[config.mk]
export PLATFORM = sky130hd
export DESIGN_NAME = sto_vnode
export DESIGN_NICKNAME = d
export VERILOG_FILES = /design/src/rtl/svn_pkg.sv /design/src/rtl/vn_agree.sv /design/src/rtl/vn_edge_mem.sv /design/src/rtl/sto_vnode.sv
export SDC_FILE = /design/constraint.sdc
export NUM_CORES = 1
export LEC_CHECK = 0
export ABC_CLOCK_PERIOD_IN_PS = 2400
export BUFFER_PORTS_ARGS = -buffer_cell sky130_fd_sc_hd__clkbuf_2
export CORE_AREA = 2 2 39 41
export CTS_CLUSTER_SIZE = 25
export DETAILED_ROUTE_END_ITERATION = 6
export DIE_AREA = 0 0 41 43
export PLACE_DENSITY = 0.56
export SETUP_SLACK_MARGIN = 0.02
export SYNTH_ARGS = -nofsm -noshare
export SYNTH_HDL_FRONTEND = slang
export SYNTH_SLANG_ARGS = --single-unit
[constraint.sdc]
create_clock -name clk -period 2.4 [get_ports clk]
set_input_delay 0.72 -clock clk [delete_from_list [all_inputs] [get_ports clk]]
set_output_delay 0.72 -clock clk [all_outputs]
set_load 0.005 [all_outputs]
[src/rtl/svn_pkg.sv]
package svn_pkg;
   typedef enum logic [1:0] {
      VN_LOAD  = 2'd0,
      VN_AGREE = 2'd1,
      VN_SPLIT = 2'd2
   } vn_mode_e;

   function automatic vn_mode_e pick_mode(input logic loading, input logic agree);
      if (loading)    return VN_LOAD;
      else if (agree) return VN_AGREE;
      else            return VN_SPLIT;
   endfunction
endpackage

[src/rtl/vn_agree.sv]
module vn_agree #(
   parameter int N = 3
) (
   input  logic [N-1:0] bits_i,
   output logic         all_one_o,
   output logic         all_zero_o
);
   logic [N:0] one_chain;
   logic [N:0] zero_chain;

   initial begin
      if (N < 2) $error("vn_agree: N must be at least 2");
   end

   assign one_chain[0]  = 1'b1;
   assign zero_chain[0] = 1'b1;

   for (genvar g = 0; g < N; g++) begin : g_chain
      assign one_chain[g+1]  = one_chain[g] & bits_i[g];
      assign zero_chain[g+1] = zero_chain[g] & ~bits_i[g];
   end

   assign all_one_o  = one_chain[N];
   assign all_zero_o = zero_chain[N];
endmodule

[src/rtl/vn_edge_mem.sv]
module vn_edge_mem #(
   parameter int DEPTH  = 8,
   parameter int ADDR_W = $clog2(DEPTH)
) (
   input  logic              clk,
   input  logic              rst_n,
   input  logic              shift_i,
   input  logic              din_i,
   input  logic [ADDR_W-1:0] addr_i,
   output logic              dout_o
);
   localparam int LAST = DEPTH - 1;

   logic [DEPTH-1:0] cells;

   initial begin
      if (DEPTH < 2) $error("vn_edge_mem: DEPTH must be at least 2");
      if ((1 << ADDR_W) != DEPTH) $error("vn_edge_mem: DEPTH must equal 2**ADDR_W");
   end

   for (genvar g = 0; g < DEPTH; g++) begin : g_cell
      if (g == 0) begin : g_head
         always_ff @(posedge clk or negedge rst_n) begin
            if (!rst_n)       cells[0] <= 1'b0;
            else if (shift_i) cells[0] <= din_i;
         end
      end else begin : g_body
         always_ff @(posedge clk or negedge rst_n) begin
            if (!rst_n)       cells[g] <= 1'b0;
            else if (shift_i) cells[g] <= cells[g-1];
         end
      end
   end

   assign dout_o = cells[addr_i];

   // shift moves newest into index 0, rest move up
   a_r4_shift: assert property (@(posedge clk) disable iff (!rst_n)
      shift_i |=> (cells[0] == $past(din_i)) && (cells[LAST:1] == $past(cells[LAST-1:0])));

   // no shift request leaves contents untouched
   a_r9_hold: assert property (@(posedge clk) disable iff (!rst_n)
      !shift_i |=> $stable(cells));
endmodule

[src/rtl/sto_vnode.sv]
module sto_vnode
   import svn_pkg::*;
#(
   parameter int DEPTH  = 8,
   parameter int EXT_N  = 2,
   parameter int ADDR_W = $clog2(DEPTH)
) (
   input  logic              clk,
   input  logic              rst_n,
   input  logic              init_i,
   input  logic              chan_i,
   input  logic [EXT_N-1:0]  ext_i,
   input  logic [ADDR_W-1:0] rd_addr_i,
   output logic              out_o
);
   localparam int NIN = EXT_N + 1;

   logic [NIN-1:0] in_bits;
   logic           all_one, all_zero, agree_now;
   logic           agree_q;
   logic           store;
   logic           mem_bit;
   logic           out_q;
   logic           out_d;
   vn_mode_e       mode;

   initial begin
      if (EXT_N < 1) $error("sto_vnode: EXT_N must be at least 1");
      if ((1 << ADDR_W) != DEPTH) $error("sto_vnode: DEPTH must equal 2**ADDR_W");
   end

   assign in_bits = {ext_i, chan_i};

   vn_agree #(.N(NIN)) u_agree (
      .bits_i     (in_bits),
      .all_one_o  (all_one),
      .all_zero_o (all_zero)
   );

   assign agree_now = all_one | all_zero;
   assign mode      = pick_mode(init_i, agree_now);
   assign store     = init_i | (agree_now & ~agree_q);

   vn_edge_mem #(.DEPTH(DEPTH), .ADDR_W(ADDR_W)) u_mem (
      .clk     (clk),
      .rst_n   (rst_n),
      .shift_i (store),
      .din_i   (chan_i),
      .addr_i  (rd_addr_i),
      .dout_o  (mem_bit)
   );

   always_comb begin
      unique case (mode)
         VN_LOAD:  out_d = 1'b0;
         VN_AGREE: out_d = chan_i;
         default:  out_d = mem_bit;
      endcase
   end

   always_ff @(posedge clk or negedge rst_n) begin
      if (!rst_n) begin
         agree_q <= 1'b0;
         out_q   <= 1'b0;
      end else begin
         agree_q <= (mode == VN_AGREE);
         out_q   <= out_d;
      end
   end

   assign out_o = out_q;

   // unanimous ones / zeros reach the output one cycle later
   a_r2_ones: assert property (@(posedge clk) disable iff (!rst_n)
      (!init_i && (&in_bits)) |=> out_o);
   a_r2_zeros: assert property (@(posedge clk) disable iff (!rst_n)
      (!init_i && !(|in_bits)) |=> !out_o);

   // disagreement replays the addressed memory bit
   a_r3_replay: assert property (@(posedge clk) disable iff (!rst_n)
      (!init_i && (|in_bits) && !(&in_bits)) |=> (out_o == $past(mem_bit)));

   // output quiet during initialization
   a_r7_init_quiet: assert property (@(posedge clk) disable iff (!rst_n)
      init_i |=> !out_o);

   // initialization leaves the indicator clear
   a_r8_clear: assert property (@(posedge clk) disable iff (!rst_n)
      init_i |=> !agree_q);
endmodule

# Word-level counts from Yosys, hierarchy flattened
# Index checks and enable logic that the tools add are counted.
# op_classes
n_addsub,0
multipliers,0
n_div,0
n_lt_le_gt_ge,1
n_eq_ne,1
n_shift,0
mux,5
bitwise_logic,11
n_reduce_logical,1
# op_table
op,n
1-bit bitwise AND,5
3-bit by 4-bit < comparator with 1-bit output (second input constant),1
2-bit 2-to-1 mux,2
1-bit inverter,4
1-bit binary-select mux with 3-bit select,1
2-bit by 1-bit equality test with 1-bit output (second input constant),1
2-bit zero test,1
1-bit OR,2
1-bit one-hot mux with 2 select lines,1
1-bit 2-to-1 mux,1
# totals
regBits,10
latchBits,0
ramBits,0
rom_bits,0
in_bits,9
output_inout_bits,1
elab_cells,29
mem_count,0

# Longest topological paths before layout
# depth
ltp_word,8
depth_mapped,5
depth_no_buf,4

# Modules after synthesis
# Synthesis repeated with hierarchy kept, for this count alone.
# unflattened
hier_cells,30
hier_area_um2,457.9
# by_module_without_submodules
mod,n_inst,cells_each,area_each_um2,seq_area_each_um2
vn_edge_mem,1,20,357.8,200.2
sto_vnode,1,8,83.8,50.0
vn_agree,1,2,16.3,0.0

# Worst setup path after synthesis
# Ideal clock, no wire load.
# synth_timing
path_type,input to register
startpoint,input port ext_i[1]
endpoint,register u_mem.cells[0]
setup_ns,0.125
arrival_time_ns,1.574
required_ns,2.275
setup_slack_ns,0.701
path_stages,5
path_buffers,1
path_cell_list,and3_1 > nor2_1 > o21ba_1 > buf_6 > mux2_4
# synth_between
elab_chain_len,5
elab_cells_between_ends,6
classes_between,bitwise: 6
# synth_lines
element,line,text
"start, declared",sto_vnode.sv:12,"input logic [EXT_N-1:0] ext_i,"
1-bit inverter,vn_agree.sv:20,assign zero_chain[g+1] = zero_chain[g] & ~bits_i[g];
1-bit bitwise AND,vn_agree.sv:20,
1-bit OR (*),sto_vnode.sv:40,assign agree_now = all_one | all_zero;
1-bit bitwise AND (*),sto_vnode.sv:42,assign store = init_i | (agree_now & ~agree_q);
1-bit OR (*),sto_vnode.sv:42,
"end signal, assigned",vn_edge_mem.sv:25,else if (shift_i) cells[0] <= din_i;
"end, declared",vn_edge_mem.sv:14,logic [DEPTH-1:0] cells;
# Every way passes the cells marked *; elsewhere a longest branch is shown, timed or not.
# A chain may end at the register's enable or synchronous reset.

# Worst setup path in the final report
# layout_timing
startpoint,input port chan_i
endpoint,register u_mem.cells[7]
# layout_between
elab_chain_len,6
elab_cells_between_ends,8
classes_between,bitwise: 8
# layout_lines
element,line,text
"start, declared",sto_vnode.sv:11,"input logic chan_i,"
1-bit inverter,vn_agree.sv:20,
1-bit bitwise AND (2 in a row),vn_agree.sv:20,
1-bit OR (*),sto_vnode.sv:40,
1-bit bitwise AND (*),sto_vnode.sv:42,
1-bit OR (*),sto_vnode.sv:42,
"end signal, assigned by index",vn_edge_mem.sv:30,else if (shift_i) cells[g] <= cells[g-1];
# Marks and branches as above.

==> flow_metrics.env <==
export IMPL_rr_worst_depth=3
export IMPL_cts_sinks=10
export IMPL_first_pass_iters=2
export IMPL_num_rows=14
export IMPL_rsz0062_at_grt="false"
export IMPL_fin_crit_sh=0.673
export IMPL_cp_end_kind="flip-flop"
export IMPL_p_leak_nw=0.280
export IMPL_netlist_area_leader_share=0.512
export IMPL_ys_seq_elements=10
export IMPL_grt_use_met3=0.0628
export IMPL_arrival_ns=1.77
export IMPL_total_power_w=0.000487
export IMPL_synthXorXnorAreaFrac=0
export IMPL_synth_top_family_by_area="multiplexers"
export IMPL_drt_vias_per_instance=5.03
export IMPL_gr_total_overflow=0
export IMPL_drv_slew=0
export IMPL_track_usage=0.131
export IMPL_place_congestion=0.668
export IMPL_maxCapViolCount=0
export IMPL_synthTopCellsByCount="dfrtp_1, mux2_4, nor2_1"
export IMPL_path_max_fanout=8
export IMPL_powerDensity_nw_per_um2=850
export IMPL_synth_flop_cell="dfrtp_1"
export IMPL_ys_warn_count=0
export IMPL_synth_nets=40
export IMPL_critPathLaunch="chan_i"
export IMPL_syn_avg_cell_area_um2=15.8
export IMPL_met1_usage=0.153
export IMPL_tns_ns=0
export IMPL_drive_gt1_frac=0.558
export IMPL_fin_area_um2=573
export IMPL_r2r_end="u_mem.cells[7]"
export IMPL_synthArstFlopShare=1.00
export IMPL_synth_area_um2=489
export IMPL_grt_max_degree=11
export IMPL_wl_per_cell_um=13.8
export IMPL_dieArea_um2=1760
export IMPL_io_pins=10
export IMPL_status="completed"
export IMPL_slew_headroom=0.835
export IMPL_worstPathRequired_ns=2.55
export IMPL_synthMuxAreaShare=0.335
export IMPL_clkLatencyLatePin_ns=0.27
export IMPL_cts_tree="built"
export IMPL_post_route_drc_count=0
export IMPL_hold_viol=0
export IMPL_r2r_slack_ns=1.25
export IMPL_antenna_left=0
export IMPL_critPathKind="input pin to flip-flop"
export IMPL_setup_viol=0
export IMPL_period_needed_ns=1.61
export IMPL_r2r_start="agree_q"
export IMPL_area_growth_syn_to_layout_pct=17.1
export IMPL_final_cell_mix="dfrtp_1, clkbuf_2, mux2_4"
export IMPL_synth_cells=31
export IMPL_holdBufCountCts=0
export IMPL_synth_edf_count=0
export IMPL_cts_setup_buffers=0
export IMPL_fmax_mhz=619
export IMPL_critPathLaunchType="input pin"
export IMPL_peakVddDrop_mv=0.289
export IMPL_netlist_cell_type_count=14
export IMPL_core_um2=1380
export IMPL_cts_root_buffer="clkbuf_4"
export IMPL_dr_total_vias=297
export IMPL_numCtsBuffers=3
export IMPL_worstMarginPinSlew_ns=0.248
export IMPL_clock_path_buffers=2
export IMPL_initial_utilization=0.354
export IMPL_grt_pass1_vias=335
export IMPL_nNetsFinal=54
export IMPL_ctsResizeCount=0
export IMPL_htree_levels=1
export IMPL_clk_pin_slew_ns=0.06
export IMPL_fin_skew_ns=0.000729
export IMPL_numPortBuffers=9
export IMPL_synth_most_common_cell="dfrtp_1"
export IMPL_grt_pass1_wl_um=1420
export IMPL_use_met2=0.175
export IMPL_dieWidth_um=41
export IMPL_final_common_cell="dfrtp_1"
export IMPL_synth_simple_area_share=0.0767
export IMPL_synthAdderAreaFrac=0
export IMPL_synth_area_leaders="dfrtp_1, mux2_4, mux4_2, buf_6, mux2_2"
export IMPL_drtIter0Drc=7
export IMPL_gr_max_usage_layer="met2"
export IMPL_ys_seq_area_frac=0.512
export IMPL_placed_area_um2=551
export IMPL_synth_compound_area_frac=0.0537
export IMPL_worst_hold_path_type="input pin to async pin"
export IMPL_routed_wl_um=814
export IMPL_die_h_um=43
export IMPL_antenna_cells=0
export IMPL_fin_hold_ws_ns=0.305
export IMPL_antenna_found_initial=0
export IMPL_synth_area_leader_cell="dfrtp_1"
==> worst max-delay path, cell delays in order <==
cell and delay (ns):
clkbuf_2 0.11, and3_1 0.18, nor2_1 0.12, o21ba_1 0.14, buf_4 0.19, mux2_4 0.31
==> cell type report <==
class | count | area, um^2
clock buffer | 3 | 22.5
fill | 133 | 811
multi-input combinational | 20 | 228
sequential | 10 | 250
tap | 16 | 20.0
timing repair buffer | 10 | 52.6
==> flip-flops by register name (all words and copies together), names as in the netlist <==
register	cells
u_mem.cells	8
agree_q	1
out_o	1
==> cell families after synthesis <==
| group | Yosys count |
|---|---|
| buffers and inverters | 1 |
| AOI/OAI and AO/OA | 3 |
| and+or+nand+nor | 6 |
| muxes | 11 |
| DFF | 10 |
==> worst max-delay path by stage <==
stage | to | slack (ns)
finish | u_mem.cells[7] | 0.79
global route | u_mem.cells[7] | 0.74
CTS | u_mem.cells[7] | 0.78
detailed placement | u_mem.cells[7] | 0.50
global placement | u_mem.cells[0] | 0.53
floorplan | u_mem.cells[0] | 0.70
==> routing by layer <==
| metal | share of wire | routed length [um] | up-vias |
|---|---|---|---|
| met5 | 0 | 0 | - |
| met4 | 0.031 | 25 | 0 |
| met3 | 0.063 | 51 | 4 |
| met2 | 0.46 | 376 | 10 |
| met1 | 0.44 | 360 | 142 |
| li1 | - | - | 141 |
==> report_power, final <==
group          switching, W  total, W  leakage [nW]  internal (W)
Combinational     0.0000362  0.000125         0.146     0.0000893
Clock             0.0000561  0.000114        0.0138     0.0000579
Sequential        0.0000321  0.000247         0.121      0.000215
Total              0.000124  0.000487         0.280      0.000363
==> through the flow <==
step / setup slack, ns / cells / util
floorplan: 0.701 / 31 / -
global placement: 0.531 / 56 / 0.398
detailed placement: 0.499 / 56 / 0.398
CTS: 0.782 / 59 / 0.414
global route: 0.735 / 59 / 0.414
finish: 0.786 / 59 / 0.414
Note: power is estimated with default switching activity, not from simulation.
